===== config.mk =====
export PLATFORM = sky130hd
export DESIGN_NAME = fp_mul_pipe
export DESIGN_NICKNAME = d
export VERILOG_FILES = /design/src/rtl/fpm_pkg.sv /design/src/rtl/fpm_unpack.sv /design/src/rtl/fpm_round_pack.sv /design/src/rtl/fp_mul_pipe.sv
export SDC_FILE = /design/constraint.sdc
export NUM_CORES = 1
export LEC_CHECK = 0
export BUFFER_PORTS_ARGS = -buffer_cell sky130_fd_sc_hd__buf_4
export CELL_PAD_IN_SITES_DETAIL_PLACEMENT = 1
export CELL_PAD_IN_SITES_GLOBAL_PLACEMENT = 1
export CORE_ASPECT_RATIO = 1.1
export CORE_UTILIZATION = 52
export DETAILED_ROUTE_END_ITERATION = 8
export MAX_ROUTING_LAYER = met4
export PLACE_DENSITY = 0.87
export SETUP_SLACK_MARGIN = 0.2
export SYNTH_ARGS = -nofsm -noshare
export SYNTH_HDL_FRONTEND = slang
export SYNTH_SLANG_ARGS = --single-unit

===== constraint.sdc =====
create_clock -name clk -period 9.2 [get_ports clk]
set_input_delay 0.92 -clock clk [delete_from_list [all_inputs] [get_ports clk]]
set_output_delay 0.92 -clock clk [all_outputs]
set_load 0.05 [all_outputs]

===== src/rtl/fpm_pkg.sv =====
package fpm_pkg;

  // Operand or result class after decoding the exponent and fraction fields
  typedef enum logic [1:0] {
    CLS_ZERO = 2'd0,
    CLS_NORM = 2'd1,
    CLS_INF  = 2'd2,
    CLS_NAN  = 2'd3
  } fp_class_e;

endpackage


===== src/rtl/fpm_unpack.sv =====
module fpm_unpack
  import fpm_pkg::*;
#(
  parameter int W = 16,
  parameter int E = 5
) (
  input  logic [W-1:0]   word,
  output fp_class_e      cls,
  output logic           sgn,
  output logic [E-1:0]   expo,
  output logic [W-E-1:0] sig
);
  localparam int F = W - E - 1;

  logic [F-1:0] frac;
  logic         exp_zero;
  logic         exp_ones;

  assign sgn  = word[W-1];
  assign expo = word[W-2:F];
  assign frac = word[F-1:0];
  assign sig  = {1'b1, frac};

  assign exp_zero = (expo == '0);
  assign exp_ones = (expo == '1);

  always_comb begin
    if (exp_zero)          cls = CLS_ZERO;  // no subnormals: flush to zero
    else if (!exp_ones)    cls = CLS_NORM;
    else if (frac == '0)   cls = CLS_INF;
    else                   cls = CLS_NAN;
  end

endmodule


===== src/rtl/fpm_round_pack.sv =====
module fpm_round_pack
  import fpm_pkg::*;
#(
  parameter int W = 16,
  parameter int E = 5
) (
  input  fp_class_e                    cls,
  input  logic                         sgn,
  input  logic signed [E+1:0]          exp_in,
  input  logic [2*(W-E-1)+1:0]         prod,
  output logic [W-1:0]                 word
);
  localparam int F    = W - E - 1;
  localparam int XW   = E + 2;
  localparam int EMAX = (1 << E) - 1;
  localparam logic [W-1:0] QNAN = {1'b0, {E{1'b1}}, 1'b1, {(F-1){1'b0}}};

  logic                 hi;
  logic [F:0]           mant_pre;
  logic                 grd;
  logic                 stk;
  logic                 inc;
  logic [F+1:0]         sum;
  logic [F:0]           mant_fin;
  logic signed [XW-1:0] exp_n;
  logic signed [XW-1:0] exp_f;
  logic                 ovf;
  logic                 unf;

  // First normalisation: product in [1,4), shift right when >= 2
  assign hi       = prod[2*F+1];
  assign mant_pre = hi ? prod[2*F+1:F+1] : prod[2*F:F];
  assign grd      = hi ? prod[F] : prod[F-1];
  assign stk      = hi ? (|prod[F-1:0]) : (|prod[F-2:0]);
  assign exp_n    = exp_in + XW'(hi);

  // Round to nearest, ties to even
  assign inc      = grd & (stk | mant_pre[0]);
  assign sum      = {1'b0, mant_pre} + (F+2)'(inc);

  // Second normalisation on carry-out
  assign mant_fin = sum[F+1] ? sum[F+1:1] : sum[F:0];
  assign exp_f    = exp_n + XW'(sum[F+1]);

  assign ovf = (exp_f >= $signed(XW'(EMAX)));
  assign unf = (exp_f < $signed(XW'(1)));

  always_comb begin
    unique case (cls)
      CLS_NAN:  word = QNAN;
      CLS_INF:  word = {sgn, {E{1'b1}}, {F{1'b0}}};
      CLS_ZERO: word = {sgn, {(W-1){1'b0}}};
      default: begin
        if (ovf)      word = {sgn, {E{1'b1}}, {F{1'b0}}};
        else if (unf) word = {sgn, {(W-1){1'b0}}};
        else          word = {sgn, exp_f[E-1:0], mant_fin[F-1:0]};
      end
    endcase
  end

endmodule


===== src/rtl/fp_mul_pipe.sv =====
module fp_mul_pipe
  import fpm_pkg::*;
#(
  parameter int W = 16,
  parameter int E = 5
) (
  input  logic         clk,
  input  logic         rst,
  input  logic         in_valid,
  input  logic [W-1:0] opa,
  input  logic [W-1:0] opb,
  output logic         res_valid,
  output logic [W-1:0] res
);
  localparam int F    = W - E - 1;
  localparam int SW   = F + 1;
  localparam int PW   = 2 * SW;
  localparam int XW   = E + 2;
  localparam int BIAS = (1 << (E - 1)) - 1;
  localparam logic [W-1:0] QNAN = {1'b0, {E{1'b1}}, 1'b1, {(F-1){1'b0}}};

  // ---------------- operand decode ----------------
  logic [W-1:0]  op_w  [2];
  fp_class_e     op_c  [2];
  logic          op_s  [2];
  logic [E-1:0]  op_e  [2];
  logic [SW-1:0] op_m  [2];

  assign op_w[0] = opa;
  assign op_w[1] = opb;

  for (genvar i = 0; i < 2; i++) begin : g_unpack
    fpm_unpack #(.W(W), .E(E)) u_unpack (
      .word (op_w[i]),
      .cls  (op_c[i]),
      .sgn  (op_s[i]),
      .expo (op_e[i]),
      .sig  (op_m[i])
    );
  end

  // ---------------- stage 1: classify, exponent add, significand multiply ----
  fp_class_e            cls_c;
  logic                 any_nan;
  logic                 any_inf;
  logic                 any_zero;
  logic signed [XW-1:0] exp_sum_c;

  assign any_nan  = (op_c[0] == CLS_NAN) || (op_c[1] == CLS_NAN);
  assign any_inf  = (op_c[0] == CLS_INF) || (op_c[1] == CLS_INF);
  assign any_zero = (op_c[0] == CLS_ZERO) || (op_c[1] == CLS_ZERO);

  always_comb begin
    if (any_nan || (any_inf && any_zero)) cls_c = CLS_NAN;
    else if (any_inf)                     cls_c = CLS_INF;
    else if (any_zero)                    cls_c = CLS_ZERO;
    else                                  cls_c = CLS_NORM;
  end

  assign exp_sum_c = $signed({2'b00, op_e[0]}) + $signed({2'b00, op_e[1]})
                   - $signed(XW'(BIAS));

  logic                 s1_valid;
  fp_class_e            s1_cls;
  logic                 s1_sgn;
  logic signed [XW-1:0] s1_exp;
  logic [PW-1:0]        s1_prod;

  always_ff @(posedge clk) begin
    if (rst) s1_valid <= 1'b0;
    else     s1_valid <= in_valid;
  end

  always_ff @(posedge clk) begin
    if (in_valid) begin
      s1_cls  <= cls_c;
      s1_sgn  <= op_s[0] ^ op_s[1];
      s1_exp  <= exp_sum_c;
      s1_prod <= op_m[0] * op_m[1];
    end
  end

  // ---------------- stage 2: normalise, round, pack ----------------
  logic [W-1:0] packed_c;

  fpm_round_pack #(.W(W), .E(E)) u_round (
    .cls    (s1_cls),
    .sgn    (s1_sgn),
    .exp_in (s1_exp),
    .prod   (s1_prod),
    .word   (packed_c)
  );

  always_ff @(posedge clk) begin
    if (rst) begin
      res_valid <= 1'b0;
      res       <= '0;
    end else begin
      res_valid <= s1_valid;
      if (s1_valid) res <= packed_c;
    end
  end

  // ---------------- assertions ----------------
  AST_VALID_FROM_INPUT: assert property (@(posedge clk) disable iff (rst)
    res_valid |-> $past(in_valid, 2));

  AST_VALID_NOT_LOST: assert property (@(posedge clk) disable iff (rst)
    ($past(in_valid, 2) && !$past(rst, 1) && !$past(rst, 2)) |-> res_valid);

  AST_SIGN_XOR: assert property (@(posedge clk) disable iff (rst)
    (res_valid && res != QNAN) |->
      (res[W-1] == ($past(opa[W-1], 2) ^ $past(opb[W-1], 2))));

  AST_NO_DENORMAL_OUT: assert property (@(posedge clk) disable iff (rst)
    (res_valid && res[W-2:F] == '0) |-> (res[F-1:0] == '0));

  AST_NAN_CANONICAL: assert property (@(posedge clk) disable iff (rst)
    (res_valid && res[W-2:F] == '1 && res[F-1:0] != '0) |-> (res == QNAN));

endmodule


# Word-level counts from Yosys, hierarchy flattened
# Cells that the tools add are included.
# word_totals
input_bits,35
out_inout_bits,17
regBits,50
wordCells,57
# classes
mul,1
magnitude_cmp,2
bitwise,3
n_addsub,5
n_eq_ne,8
reduce_logical,15
n_mux,15
# op_table
operator,count
$pmux 16 s3,1
$mux 15,2
$mul 11x11->22,1
$logic_not 10->1,2
$add 7x1->7,2
$add 11x1->12,1
$eq 2x2->1 const B,6
$mux 11,1
$eq 5x5->1 const B,2
$logic_not 5->1,2
$mux 10,1
$reduce_or 10->1,1
$reduce_or 9->1,1
$mux 2,4
$ge 7x6->1 const B,1
$lt 7x2->1 const B,1
$sub 6x4->7 const B,1
$add 5x5->6,1
$logic_not 2->1,3
$mux 1,6
$logic_or 1x1->1,4
$reduce_or 2->1,1
$and 1x1->1,1
$logic_and 1x1->1,1
other kinds (2),2

# Logic depth before layout (Yosys ltp)
# depth
depth_word,10
ltp_mapped,19
depth_no_buf,18

# Cells and area by module
# A second synthesis with hierarchy kept.
# hier_totals
hier_cells,778
hier_area_um2,7262.0
# modules_own_cells
mod,seq_area_each_um2,cells_each,instances,area_each_um2
fp_mul_pipe,1321.3,593,1,5903.2
fpm_round_pack,0.0,131,1,996.0
fpm_unpack,0.0,27,2,181.4

# Worst setup path before layout
# No wires, ideal clock.
# synth_path
path_type,input port to flip-flop
from,input port opb[9]
to,register s1_prod[21] (data pin)
arrival_time_ns,5.521
path_buffers,1
required_time_ns,8.940
cell_stages,19
setup_ns,0.260
slack_ns,3.419
cell_sequence,clkbuf_1 -> inv_1 -> nor2_1 -> fa_1 -> inv_1 -> fa_1 -> inv_1 -> fa_1 -> fa_1 -> inv_1 -> fa_1 -> inv_1 -> ha_1 -> a211oi_1 -> o21a_1 -> nor2_1 -> o311ai_0 -> a31oi_1 -> xnor2_1
# synth_between
elab_chain_len,1
# synth_lines
element,line_no,text
start: declaration,fp_mul_pipe.sv:11,"input logic [W-1:0] opb,"
$mul 11x11->22,fp_mul_pipe.sv:79,s1_prod <= op_m[0] * op_m[1];
end signal: assignment,fp_mul_pipe.sv:79,
end: declaration,fp_mul_pipe.sv:67,logic [PW-1:0] s1_prod;
# Every way passes these cells.
# A chain may end at the register's enable or synchronous reset.

# Worst setup path after layout
# layout_path
from,input port opa[1]
to,register s1_prod[21] (data pin)
# layout_between
elab_chain_len,1
# layout_lines
element,line_no,text
start: declaration,fp_mul_pipe.sv:10,"input logic [W-1:0] opa,"
$mul 11x11->22,fp_mul_pipe.sv:79,
# Every way passes these cells.

==> results by group <==
Timing
  – Fin crit share: 0.637
  – Final Hold Viols: 0
  – Fmax: 0.171 GHz
  – Worst Tran Pin Value: 0.919 ns
  – Final Skew: 0.0112 ns
  – Fin crit period: 5.86 ns
  – Setup ws final: 3.34 ns
  – Total Neg Setup Slack: 0 ns
  – Slew Limit Fails: 0
  – Max_slew headroom: 0.387
  – RSZ-0062 raised after global routing: no
  – Setup violations, final: 0
  – Final hold slack: 0.451 ns

Yosys
  – Async SR Flop Fraction: 0
  – Largest family of logic cells by synthesized area: adder cells
  – Synth Area in Compound Gates: 0.0983
  – Synth Net Count: 906
  – Adder-Cell Fraction of Synth Area: 0.380
  – Predominant post-synthesis flop cell: edfxtp_1
  – Synth Warn #: 0
  – Post-synthesis xor/xnor area fraction: 0.0410
  – Cell variety after synth: 58
  – Synthesized netlist cell count: 719
  – Synthesized flop and latch total: 50
  – Mean area per synthesized cell: 9.20 sq um
  – Synth Cell Area: 6620 sq um
  – Sequential area share after synthesis: 0.200
  – Synth Area in Simple Gates: 0.179
  – Post-synthesis mux area share: 0.00946
  – EDFF count, synth: 32

Hold path
  – Hold Startpoint: res[1]$_SDFFE_PP0P_
  – Hold depth: 2
  – Worst hold-check path type: register to register
  – Hold Crit Endpoint: res[1]$_SDFFE_PP0P_

Placement
  – DP HPWL: 14400 microns
  – Post-Place Worst Slack: 3.04 ns
  – Gpl congestion: 0.906
  – Port bufs: 51

Floorplan
  – Die width: 110 microns
  – Die H: 120 microns
  – Initial Util: 0.543
  – Core Region: 12200 sq um
  – Die outline area: 13200 sq um
  – Top-level I/O count: 52
  – Placement Rows: 42

Clocking
  – Post-CTS Setup Repair Bufs: 0
  – Root buf cell: clkbuf_16
  – Clock latency on the worst-skew pair: 0.31 ns
  – Post-CTS sizing: 0
  – CTS clk-pin slew, worst paths: 0.06 ns
  – CTS tree: yes
  – Post-CTS Hold Fix Bufs: 0
  – # clock sinks: 50
  – Clock Tree Buf Depth: 2
  – Max H-tree Level: 2
  – CTS buffer count: 5

Worst setup path
  – FF-to-FF setup slack: 4.56 ns
  – Critical path class: primary input to register
  – Worst flop-to-flop path startpoint: s1_prod[21]$_DFFE_PP_
  – Delay-heaviest family, CP: adder cells
  – Worst EP arrival: 5.90 ns
  – Crit start category: primary input
  – Slowest CP cell: fa_1
  – CP Capture Type: register
  – Largest fanout on the critical path: 8
  – WP depth: 19
  – Worst Path Buf+Inv: 6
  – CP cell instances: buf_4 -> inv_1 -> nor2_1 -> fa_1 -> inv_1 -> fa_1 -> inv_1 -> fa_1 -> fa_1 -> inv_1 -> fa_1 -> inv_1 -> ha_1 -> a211oi_1 -> o21a_1 -> nor2_1 -> o311ai_0 -> a31oi_1 -> xnor2_1
  – Reg2reg path depth: 11
  – CP peak stage delay: 0.54 ns
  – FF-to-FF End: res[3]$_SDFFE_PP0P_
  – Worst Path Required: 9.25 ns
  – Crit. Startpoint: opa[1]

Global route
  – First-pass GRT wire length: 28100 microns
  – Initial antenna violation count: 0
  – Total track usage: 0.288
  – Vias in the first global route: 5788
  – Grt ovf: 0
  – Largest net degree at the start of global routing: 34

Pwr
  – Leakage: 0.00351 uW
  – Tot Pwr: 2030 uW
  – Worst vdd ir: 0.153 mV
  – PD cells: 280 nW/um^2

Route
  – Routed via count: 5141
  – Final ANT Viol Nets: 0
  – DR pass1 iterations: 6
  – Vias per cell: 5.67
  – DR iter-0 viols: 159
  – Wire per inst: 18.8 microns
  – Final wirelength: 17000 microns
  – DRC viols: 0

Final layout
  – Share of layout cells above drive strength 1: 0.0984
  – Core Util, Final: 0.595
  – Area Growth Syn to Fin: 9.64%
  – Nets: 938
  – Antenna Cells: 0

Flow run
  – Max-cap viol count: 0

Status
  – Status: finished, final reports clean
## worst max path at each step
stage,slack (ns),endpoint
floorplan,3.42,s1_prod[21]$_DFFE_PP_
finish,3.34,s1_prod[21]$_DFFE_PP_
global route,3.01,s1_prod[21]$_DFFE_PP_
global placement,3.18,s1_prod[21]$_DFFE_PP_
detailed placement,3.04,s1_prod[21]$_DFFE_PP_
CTS,3.33,s1_prod[21]$_DFFE_PP_
## kinds of logic after synthesis
family                   count (synthesis)
XOR/XNOR                                31
flip-flops                              50
AO/OA/AOI/OAI                           96
buffers and inverters                  159
adder cells (fa/ha/maj)                152
multiplexers                             6
AND/OR/NAND/NOR                        225
## registers in the layout, summed over array words and instances, names as in the netlist
name / flops
res_valid: 1
s1_sgn: 1
res: 16
s1_prod: 22
s1_exp: 7
s1_valid: 1
s1_cls: 2
## cell type report
type	instances	area, sq um
clock inverter	3	47.5
multi-input combinational	510	4690
sequential	50	1320
tap	154	193
fill	1405	4940
clock buffer	5	125
inverter	133	499
timing repair buffer	51	383
## worst min-delay path, stage by stage (launching register included)
cell     delay [ns]
dfxtp_1        0.31
nand2_1        0.05
o21ai_1        0.05
## synth_stat cells, types with 13 or more instances
cell type / n / share of area
inv_1: 133 / 0.075
fa_1: 82 / 0.25
nand2_1: 75 / 0.043
ha_1: 70 / 0.13
and2_1: 40 / 0.038
edfxtp_1: 32 / 0.15
nor2_1: 30 / 0.017
a21oi_1: 26 / 0.020
clkbuf_1: 23 / 0.013
xnor2_1: 22 / 0.029
dfxtp_1: 18 / 0.054
nand3_1: 17 / 0.013
o21ai_0: 13 / 0.0098
## where the power goes
group	internal, uW	switching, uW	leakage [uW]
clock	130	88.8	0.0000848
combinational	578	796	0.00297
sequential	362	72.4	0.000459
## placed cells by master, fill, tap and decap left out, drive strengths merged, types with 5 or more instances in the layout
cell type and n:
a211oi 7, a21o 8, a21oi 26, a31oi 7, and2 41, and3 5, buf 51, clkbuf 5
dfxtp 18, edfxtp 32, fa 82, ha 70, inv 135, nand2 76, nand2b 9, nand3 17
nand4 8, nor2 31, nor2b 9, nor3 7, nor4 7, o21a 5, o21ai 17, xnor2 22
xor2 9
## stage by stage
| stage | std cells | cell area [sq um] |
|---|---|---|
| after CTS | 906 | 7250 |
| after global placement | 898 | 7080 |
| after global routing | 906 | 7250 |
| after detailed placement | 898 | 7080 |
| final | 906 | 7250 |
| after floorplan | 719 | 6620 |
## routing by layer
| layer | up-vias | part of all wire | track usage |
|---|---|---|---|
| met3 | 35 | 0.029 | 0.0275 |
| li1 | 2400 | - | - |
| met5 | - | 0 | - |
| met4 | 0 | 0.026 | 0.103 |
| met1 | 2598 | 0.39 | 0.312 |
| met2 | 108 | 0.55 | 0.537 |
(Power assumes the default switching activity.)
